[config.mk]
export PLATFORM = sky130hd
export DESIGN_NAME = code_lock_ctrl
export DESIGN_NICKNAME = d
export VERILOG_FILES = /design/src/rtl/lock_pkg.sv /design/src/rtl/lock_entry_buf.sv /design/src/rtl/lock_cmd_dec.sv /design/src/rtl/lock_pw_cmp.sv /design/src/rtl/code_lock_ctrl.sv
export SDC_FILE = /design/constraint.sdc
export NUM_CORES = 1
export LEC_CHECK = 0
export CAP_MARGIN = 20
export CORE_UTILIZATION = 50
export CTS_BUF_LIST = sky130_fd_sc_hd__clkbuf_16
export DETAILED_ROUTE_END_ITERATION = 16
export PLACE_DENSITY = 0.76
export RECOVER_POWER = 50
export SYNTH_ARGS = -nofsm -noshare
export SYNTH_HDL_FRONTEND = slang
export SYNTH_SLANG_ARGS = --single-unit
[constraint.sdc]
create_clock -name clk -period 2 [get_ports clk]
set_clock_uncertainty 0.15 [all_clocks]
set_input_delay 0.4 -clock clk [delete_from_list [all_inputs] [get_ports clk]]
set_output_delay 0.4 -clock clk [all_outputs]
set_load 0.01 [all_outputs]
[src/rtl/lock_pkg.sv]
package lock_pkg;
    localparam int DW = 4;
    localparam logic [3:0] KEY_CLEAR = 4'd10;
    localparam logic [3:0] KEY_ENTER = 4'd11;
    localparam logic [3:0] CMD_RELEASE = 4'd5;
    localparam logic [3:0] CMD_LOCK    = 4'd1;
    localparam logic [3:0] CMD_UNLOCK  = 4'd9;

    typedef enum logic [1:0] {
        MODE_IDLE    = 2'd0,
        MODE_RELEASE = 2'd1,
        MODE_UNLOCK  = 2'd2
    } mode_e;
endpackage

[src/rtl/lock_entry_buf.sv]
module lock_entry_buf #(
    parameter int N_DIG = 4,
    parameter int DW    = 4,
    localparam int CW   = $clog2(N_DIG + 1),
    localparam int BW   = N_DIG * DW
) (
    input  logic          clk,
    input  logic          rst_n,
    input  logic          push,
    input  logic          clr,
    input  logic [DW-1:0] din,
    output logic [BW-1:0] digits,
    output logic [CW-1:0] count,
    output logic [N_DIG-1:0] dash
);
    typedef struct packed {
        logic [BW-1:0] dig;
        logic [CW-1:0] cnt;
    } buf_t;

    buf_t buf_d, buf_q;

    always_comb begin
        buf_d = buf_q;
        if (clr) begin
            buf_d = '0;
        end else if (push && (buf_q.cnt < CW'(N_DIG))) begin
            buf_d.dig = (buf_q.dig << DW) | BW'(din);
            buf_d.cnt = buf_q.cnt + 1'b1;
        end
    end

    always_ff @(posedge clk) begin
        if (!rst_n) buf_q <= '0;
        else        buf_q <= buf_d;
    end

    assign digits = buf_q.dig;
    assign count  = buf_q.cnt;

    for (genvar i = 0; i < N_DIG; i++) begin : g_dash
        assign dash[i] = (buf_q.cnt <= CW'(i));
    end
endmodule

[src/rtl/lock_cmd_dec.sv]
module lock_cmd_dec
    import lock_pkg::*;
#(
    parameter int CW = 3
) (
    input  logic [2*DW-1:0] pair,
    input  logic [CW-1:0]   count,
    output logic            is_release,
    output logic            is_lock,
    output logic            is_unlock
);
    logic two;
    assign two        = (count == CW'(2));
    assign is_release = two && (pair == {CMD_RELEASE, CMD_RELEASE});
    assign is_lock    = two && (pair == {CMD_LOCK, CMD_LOCK});
    assign is_unlock  = two && (pair == {CMD_UNLOCK, CMD_UNLOCK});
endmodule

[src/rtl/lock_pw_cmp.sv]
module lock_pw_cmp #(
    parameter int N_DIG = 4,
    parameter int DW    = 4
) (
    input  logic [N_DIG*DW-1:0] entry,
    input  logic [N_DIG*DW-1:0] stored,
    output logic                match
);
    logic [N_DIG-1:0] eq;
    for (genvar i = 0; i < N_DIG; i++) begin : g_eq
        assign eq[i] = (entry[i*DW +: DW] == stored[i*DW +: DW]);
    end
    assign match = &eq;
endmodule

[src/rtl/code_lock_ctrl.sv]
module code_lock_ctrl
    import lock_pkg::*;
#(
    parameter int N_DIG = 4
) (
    input  logic                clk,
    input  logic                rst_n,
    input  logic                key_valid,
    input  logic [3:0]          key_code,
    output logic [N_DIG*DW-1:0] disp_digit,
    output logic [N_DIG-1:0]    disp_dash,
    output logic                unlock,
    output logic                pw_open,
    output logic                err,
    output logic [1:0]          mode_o
);
    localparam int CW = $clog2(N_DIG + 1);
    localparam int BW = N_DIG * DW;

    typedef struct packed {
        mode_e         mode;
        logic [BW-1:0] pw;
        logic          open;
        logic          unl;
        logic          err;
    } ctrl_t;

    ctrl_t st_d, st_q;

    logic          k_digit, k_clear, k_enter;
    logic [BW-1:0] entry;
    logic [CW-1:0] count;
    logic          full, is_rel, is_lock, is_unl, match;
    logic [BW-1:0] pw_cur;

    assign k_digit = key_valid && (key_code <= 4'd9);
    assign k_clear = key_valid && (key_code == KEY_CLEAR);
    assign k_enter = key_valid && (key_code == KEY_ENTER);

    lock_entry_buf #(.N_DIG(N_DIG), .DW(DW)) u_buf (
        .clk    (clk),
        .rst_n  (rst_n),
        .push   (k_digit),
        .clr    (k_clear || k_enter),
        .din    (key_code),
        .digits (entry),
        .count  (count),
        .dash   (disp_dash)
    );

    lock_cmd_dec #(.CW(CW)) u_dec (
        .pair       (entry[2*DW-1:0]),
        .count      (count),
        .is_release (is_rel),
        .is_lock    (is_lock),
        .is_unlock  (is_unl)
    );

    lock_pw_cmp #(.N_DIG(N_DIG), .DW(DW)) u_cmp (
        .entry  (entry),
        .stored (st_q.pw),
        .match  (match)
    );

    assign full = (count == CW'(N_DIG));

    always_comb begin
        st_d     = st_q;
        st_d.err = 1'b0;
        if (k_clear) begin
            st_d.mode = MODE_IDLE;
            st_d.unl  = 1'b0;
        end else if (k_digit) begin
            st_d.unl = 1'b0;
        end else if (k_enter) begin
            st_d.mode = MODE_IDLE;
            case (st_q.mode)
                MODE_IDLE: begin
                    if (is_rel)                  st_d.mode = MODE_RELEASE;
                    else if (is_unl)             st_d.mode = MODE_UNLOCK;
                    else if (is_lock)            st_d.open = 1'b0;
                    else if (full && st_q.open)  st_d.pw   = entry;
                end
                MODE_RELEASE: begin
                    if (full) begin
                        if (match) st_d.open = 1'b1;
                        else       st_d.err  = 1'b1;
                    end
                end
                MODE_UNLOCK: begin
                    if (full) begin
                        if (match) st_d.unl = 1'b1;
                        else       st_d.err = 1'b1;
                    end
                end
                default: ;
            endcase
        end
    end

    always_ff @(posedge clk) begin
        if (!rst_n) begin
            st_q.mode <= MODE_IDLE;
            st_q.pw   <= '0;
            st_q.open <= 1'b0;
            st_q.unl  <= 1'b0;
            st_q.err  <= 1'b0;
        end else begin
            st_q <= st_d;
        end
    end

    assign disp_digit = entry;
    assign unlock     = st_q.unl;
    assign pw_open    = st_q.open;
    assign err        = st_q.err;
    assign mode_o     = st_q.mode;
    assign pw_cur     = st_q.pw;
endmodule

# --- Word level (Yosys, flattened, before mapping) ---
# Index checks and enable logic that the tools add are counted.
word_totals:
  register_bits: 40
  input_bits: 7
op_classes:
  addsub: 1
  magnitude_cmp: 6
  eq_ne: 18
  mux: 15
  bitwise: 8
  reduce_logical: 20
op_table:
  columns: ["cell", "count"]
  rows:
  - ["$mux 17", 2]
  - ["$mux 16", 2]
  - ["$mux 18", 1]
  - ["$eq 4x4->1", 4]
  - ["$or 16x4->16", 1]
  - ["$ne 2x2->1 const B", 5]
  - ["$reduce_and 9->1", 1]
  - ["$eq 4x4->1 const B", 2]
  - ["$eq 8x5->1 const B", 1]
  - ["$eq 8x7->1 const B", 1]
  - ["$eq 8x8->1 const B", 1]
  - ["$logic_and 1x1->1", 8]
  - ["$reduce_and 8->1", 1]
  - ["$not 1->1", 7]
  - ["$reduce_and 7->1", 1]
  - ["$le 3x1->1 const B", 2]
  - ["$le 3x2->1 const B", 2]
  - ["$mux 1", 6]
  - ["$le 4x4->1 const B", 1]
  - ["$mux 2", 2]
  - ["$pmux 1 s2", 2]
  - ["$reduce_and 4->1", 1]
  - ["$reduce_or 2->1", 2]
  - ["$reduce_or 4->1", 1]
  - ["other kinds (11)", 11]

# --- Depth between registers and ports, before layout ---
# Gate-level depths: netlist of the first run.
depth:
  ltp_word: 7
  depth_mapped: 7
  depth_no_buf: 6

# --- By module ---
# Synthesis of the first run repeated with hierarchy kept, for this count alone.
unflattened:
  cells_unflattened: 236
  area_unflattened_um2: 2087.0
by_module_without_submodules:
  columns: ["mod", "instances", "cells_per_inst", "area_per_inst_um2", "seq_area_each_um2"]
  rows:
  - ["code_lock_ctrl", 1, 111, 1004.7, 420.4]
  - ["lock_entry_buf", 1, 96, 834.6, 380.4]
  - ["lock_pw_cmp", 1, 21, 177.7, 0.0]
  - ["lock_cmd_dec", 1, 8, 70.1, 0.0]

# --- Worst setup path after synthesis of the first run ---
# OpenSTA, ideal clock, no wires.
synth_timing:
  path_kind: "reg2reg"
  start: "register u_buf.buf_q (netlist bit u_buf.count[0])"
  end: "register st_q (netlist bit pw_cur[3])"
  setup_time_ps: 128
  arrival_time_ps: 1479
  t_required_ps: 1722
  path_slack_ps: 243
  path_stages_with_launch: 8
  n_path_buf: 1
  path_cell_list: "dfxtp_1 -> inv_1 -> ha_1 -> nand3_1 -> nor3_4 -> buf_8 -> mux2i_1 -> nor2_1"
synth_via:
  elab_chain_cells: 4
  elab_cells_between_ends: 10
synth_lines:
  columns: ["item", "line_no", "text"]
  rows:
  - ["start: declaration", "lock_entry_buf.sv:21", "buf_t buf_d, buf_q;"]
  - ["start signal: assignment", "lock_entry_buf.sv:35", "else buf_q <= buf_d;"]
  - ["$eq 3x2->1", "lock_cmd_dec.sv:13", "assign two = (count == CW'(2));"]
  - ["$logic_and 1x1->1 (on tied branches)", "lock_cmd_dec.sv:16, lock_cmd_dec.sv:14, lock_cmd_dec.sv:15", null]
  - ["$not 1->1 (no source line)", null, null]
  - ["$reduce_and 8->1 (no source line) *", null, null]
  - ["end signal: assignment", "code_lock_ctrl.sv:109", "st_q <= st_d;"]
  - ["end: declaration", "code_lock_ctrl.sv:28", "ctrl_t st_d, st_q;"]
# Every way passes the cells marked *; elsewhere a longest branch is shown, timed or not.
# A chain may end at the register's enable or synchronous reset.

# --- Final worst setup path of the first run ---
layout_timing:
  start: "register u_buf.buf_q (netlist bit u_buf.digits[7])"
  end: "output port disp_digit[7]"
layout_lines:
  columns: ["item", "line_no", "text"]
  rows:
  - ["end: declaration", "code_lock_ctrl.sv:10", "output logic [N_DIG*DW-1:0] disp_digit,"]
# No word-level cell between the ends.

==> results of run 1 <==
-- cell type report --
cell class | count | area, um^2 | share of cell area, %
well taps | 46 | 57.6 | 2.31
flip-flops and latches | 40 | 802 | 32.2
multi-input cells | 135 | 975 | 39.1
inverters | 6 | 22.5 | 0.904
clock buffers | 5 | 125 | 5.02
repair buffers | 45 | 419 | 16.8
clock inverters | 3 | 90.1 | 3.62
-- synthesized netlist by cell type (all sizes together) --
cell      n  area (um^2)
or4       1         7.51
and4      1         8.76
clkbuf    2         7.51
or3       2         12.5
nor3      1         16.3
nand4     2         12.5
or2       1         6.26
nand3b    1         7.51
mux2i    33          330
inv       5         18.8
xor2     16          140
dfxtp    40          801
nor4      5         31.3
clkinv    1         3.75
nor2b     1         6.26
buf       3         27.5
o32ai     1         8.76
o22ai     1         6.26
a21oi     5         25.0
o21a      1         7.51
nand3     5         25.0
o21ai     2         10.0
nand4b    1         23.8
and4bb    1         12.5
nand4bb   1         11.3
xnor2     1         8.76
nand2     9         33.8
nor2     37          139
ha        6         75.1
-- flip-flops by register name, summed over array words and instances, names as in the netlist --
signal	count
err	1
mode_o	2
pw_cur	16
pw_open	1
u_buf.count	3
u_buf.digits	16
unlock	1
-- worst max path at each step --
stage / endpoint / slack (ns) / cells past startpoint
6_report: disp_digit[7] / 0.06 / 1
3_3_place_gp: pw_cur[1]$_SDFFE_PN0P_ / -0.12 / 6
3_5_place_dp: pw_cur[1]$_SDFFE_PN0P_ / -0.14 / 6
2_1_floorplan: pw_cur[3]$_SDFFE_PN0P_ / 0.24 / 7
5_1_grt: mode_o[1]$_SDFFE_PP0P_ / 0.02 / 6
4_1_cts: disp_dash[0] / 0.03 / 5
-- stage by stage --
step	hold slack, ns	instance area, um^2	power [mW]	utilization (%)
3_3_place_gp	0.292	2290	1.00	67.0
3_5_place_dp	0.307	2290	1.01	67.0
5_1_grt	0.336	2490	2.20	72.9
6_report	0.306	2490	2.14	72.9
4_1_cts	0.320	2500	2.15	73.1
2_1_floorplan	0.330	1820	0.919	-
-- kinds of logic after synthesis --
family	Yosys count	synth area share (%)
and+or+nand+nor	69	19.4
adders and majority gates	6	4.12
muxes	33	18.1
xor gates and xnor gates	17	8.16
buffers and inverters	11	3.15
DFF	40	43.9
AOI/OAI and AO/OA	10	3.16
-- per-layer routing --
| metal | GRT usage, % | up-vias |
|---|---|---|
| met5 | 0 | - |
| met4 | 9.30 | 0 |
| met3 | 6.39 | 12 |
| met2 | 40.8 | 45 |
| met1 | 26.9 | 717 |
| li1 | - | 731 |
-- power by group --
part / leakage (nW) / switching (mW) / total [mW] / internal (mW)
combinational: 0.694 / 0.0817 / 0.161 / 0.0795
sequential: 0.323 / 0.0162 / 0.824 / 0.808
clock: 0.104 / 0.313 / 1.15 / 0.841
total: 1.12 / 0.411 / 2.14 / 1.73
-- repair_timing --
item                                    4_1_cts  5_1_grt
pin swaps                                     0        0
endpoints found under the setup margin        3        2
resized for setup                             7        3
endpoints found under the hold margin         0        0
==> results.txt, run 1 <==
Syn_nets = 199
Synth warnings = 0
Register area share after synthesis = 43.9%
Setup WS pre-CTS = -0.145 ns
Total Wirelength = 4270 um
Tot GR Track Use = 23.4%
Pre-antenna DRT Iters = 4
Area delta synth->final = 36.6%
Fin worst setup slack = 0.0648 ns
Worst EP required = 1.45 ns
Worst-path fanout max = 7
Root buffer cell = clkbuf_16
GP Congestion = 0.872
Nets = 246
Largest net degree at the start of global routing = 19
Most frequent cells in the layout = 39 x dfxtp_1, 37 x nor2_1, 33 x mux2i_1
Cells after DPL = 272
First-pass GRT wire length = 7070 um
Clk pin slew, worst setup/hold paths = 0.06 ns
Leakage = 1.12 nW
Final setup viols = 0
Worst hold stages = 2
Die width = 62.4 um
WP data arrival = 1.39 ns
CTS HTree Levels = 2
Mapped Cells = 186
Die Area = 3890 um^2
CTS Hold Bufs = 0
Reg-to-reg setup timing slack = 0.11 ns
# rows = 21
RSZ-0062 raised after global routing = no
Post-DRT Antenna Nets = 0
Pwr dens = 859 nW/um^2
Port buffer count = 31
Setup Crit Path Kind = flip-flop to output pin
Setup TNS = 0 ns
Routed wl met3 = 235 um
CP Launch Type = flip-flop
DRC Markers = 0
Fillers = 254
Antenna violations before repair = 0
RR Endpoint = pw_open$_SDFFE_PN0P_
HP Start = unlock$_SDFFE_PP0P_
Library cells used by synthesis = 31
Worst slew pin tran = 0.364 ns
DR iter-0 viols = 61
CP max stage cell = clkdlybuf4s50_1
Number of global-route vias before repair = 1538
Worst r2r src = mode_o[1]$_SDFFE_PP0P_
Crit path max-delay family = buffers and inverters
CTS Buf Count = 5
Max-Slew Margin vs Limit = 75.5%
Worst R2R Path Depth = 6
Vias = 1505
DR vias/cell = 5.38
CTS max path bufs = 2
Routed met1 length = 1830 um
Crit share post-route = 96.8%
Average routed wire per standard cell = 15.2 um
Cell-by-cell trace of the critical path = clkdlybuf4s50_1
Met2 WL = 2110 um
Max_cap viols = 0
Global route overflow = 0
DIE HEIGHT = 62.4 um
Post-CTS setup buffer count = 0
Worst hold endpoint = unlock$_SDFFE_PP0P_
Initial Utilization = 53.4%
Critical Path Sink Type = output pin
Most common cell after layout, fill and taps aside = dfxtp_1
Core area = 3420 um^2
Sinks on the clock net = 40
CTS tree = done
DR top layer = met4
Period minus WS final = 1.94 ns
CP max stage delay = 0.60 ns
Status = finished clean
Max-slew violations = 0
Max Freq = 517 MHz
Hold WC Path Type = flip-flop to flip-flop
Share of cells above drive strength 1 = 12.4%
Hold Vio Cnt, Final = 0
Synth Area per Inst = 9.81 um^2
Crit path buf inv count = 1
Top Ports = 32
DP HPWL = 2970 um
Cell Area, Synth = 1820 um^2
Flip-flop and latch count after synthesis = 40
ANT cells = 0
Peak supply drop = 0.655 mV
Clock latency on the worst-skew pair = 0.28 ns
Post-Layout Cell Count = 280
Crit. Startpoint = u_buf.digits[7]$_SDFFE_PP0P_
Note: power is estimated with default switching activity, not from simulation.
==> run 2, diff against run 1 <==
Settings changed: CORE_UTILIZATION 50 to 35, PLACE_DENSITY 0.76 to unset.
==> results.txt, run 2 (synthesis gave the netlist of run 1 again) <==
CP Launch Type = flip-flop
Post-Layout Cell Count = 305
DIE HEIGHT = 74.2 um
CTS max path bufs = 2
Global route overflow = 0
Post-DRT Antenna Nets = 0
Worst r2r src = mode_o[0]$_SDFFE_PP0P_
Max-slew violations = 0
Sinks on the clock net = 40
Status = finished clean
CP max stage delay = 0.32 ns
Post-route design area = 2450 um^2
Cells after DPL = 297
Average routed wire per standard cell = 13.3 um
GP Congestion = 0.786
Crit. Startpoint = u_buf.count[0]$_SDFFE_PP0P_
Crit path buf inv count = 1
Final setup viols = 0
Total Wirelength = 4060 um
# rows = 25
ANT cells = 0
Top Ports = 32
Max-Slew Margin vs Limit = 76.3%
DR vias/cell = 4.74
DR iter-0 viols = 56
Largest net degree at the start of global routing = 19
Most frequent cells in the layout = 39 x dfxtp_1, 37 x nor2_1, 33 x mux2i_1
Peak supply drop = 0.567 mV
Pre-antenna DRT Iters = 4
Clock latency on the worst-skew pair = 0.28 ns
WP data arrival = 1.39 ns
CTS tree = done
Port buffer count = 31
Post-DP Area = 2340 um^2
RSZ-0062 raised after global routing = no
Core area = 4880 um^2
Nets = 250
Leakage = 1.11 nW
Setup Crit Path Kind = flip-flop to output pin
Share of cells above drive strength 1 = 12.6%
Hold WC Path Type = flip-flop to flip-flop
Final hold slack = 0.300 ns
Setup WS pre-CTS = -0.116 ns
Most common cell after layout, fill and taps aside = dfxtp_1
Hold Vio Cnt, Final = 0
First-pass GRT wire length = 6680 um
Worst slew pin tran = 0.352 ns
Die Area = 5500 um^2
Vias = 1447
Pwr dens = 715 nW/um^2
Crit share post-route = 96.9%
Initial Utilization = 37.4%
HP Start = unlock$_SDFFE_PP0P_
Period minus WS final = 1.94 ns
Area delta synth->final = 34.6%
CTS Buf Count = 5
Worst-path fanout max = 2
DP HPWL = 2860 um
Root buffer cell = clkbuf_16
CP max stage cell = dfxtp_2
Max_cap viols = 0
DRC Markers = 0
Fin worst setup slack = 0.0611 ns
Tot GR Track Use = 16.4%
Crit path max-delay family = adder cells
CTS HTree Levels = 2
Number of global-route vias before repair = 1357
Final Power = 1.76 mW
Worst EP required = 1.45 ns
Clk pin slew, worst setup/hold paths = 0.06 ns
Critical Path Sink Type = output pin
Die width = 74.2 um
Cell-by-cell trace of the critical path = ha_1 -> ha_1 -> or2_2 -> buf_2
Antenna violations before repair = 0
Max Freq = 516 MHz
CP dominant cell by count = ha_1
## run 2: layout make-up
type | count | area (um^2)
Fill cell | 491 | 2420
Multi-Input combinational cell | 135 | 966
Sequential cell | 40 | 802
Timing Repair Buffer | 49 | 437
Clock buffer | 5 | 125
Tap cell | 67 | 83.8
Inverter | 6 | 22.5
Clock inverter | 3 | 18.8
## run 2: where the power goes
part | leakage [nW] | switching, mW | internal [mW]
registers | 0.323 | 0.0158 | 0.808
clock network | 0.0736 | 0.315 | 0.459
logic | 0.718 | 0.0799 | 0.0785
## run 2: per-layer routing
| layer | wire, um | up-vias | track usage (%) | share of wire (%) |
|---|---|---|---|---|
| met3 | 205 | 7 | 3.25 | 5.0 |
| met4 | 74 | 0 | 7.69 | 1.8 |
| li1 | - | 737 | - | - |
| met1 | 1900 | 667 | 21.2 | 47 |
| met2 | 1880 | 36 | 26.3 | 46 |
| met5 | 0 | - | 0 | 0 |
## run 2: what timing repair did
| item | in CTS | in global routing |
|---|---|---|
| setup endpoints to repair | 3 | 1 |
| endpoints found under the hold margin | 0 | 0 |
| resized for setup | 6 | 3 |
| setup buffers | 0 | 0 |
| hold buffers | 0 | 0 |
## run 2: path summary, 6_finish.rpt
| kind | end | cells past startpoint | slack (ns) |
|---|---|---|---|
| worst min-delay path | unlock$_SDFFE_PP0P_ | 2 | 0.30 |
| worst max register to register | pw_open$_SDFFE_PN0P_ | 6 | 0.14 |
| worst min register to register | unlock$_SDFFE_PP0P_ | 2 | 0.30 |
| worst max-delay path | disp_dash[3] | 4 | 0.06 |
## run 2: through the flow
stage | setup TNS, ns | utilization [%]
finish | 0 | 50.3
floorplan | 0 | -
global placement | -1.82 | 48.0
global route | 0 | 50.3
detailed placement | -1.77 | 48.0
CTS | 0 | 50.8
## run 2: tightest hold or removal path: stages, from the launching register on
cell     delay [ns]
dfxtp_1        0.32
nand2_1        0.04
o21ai_0        0.05
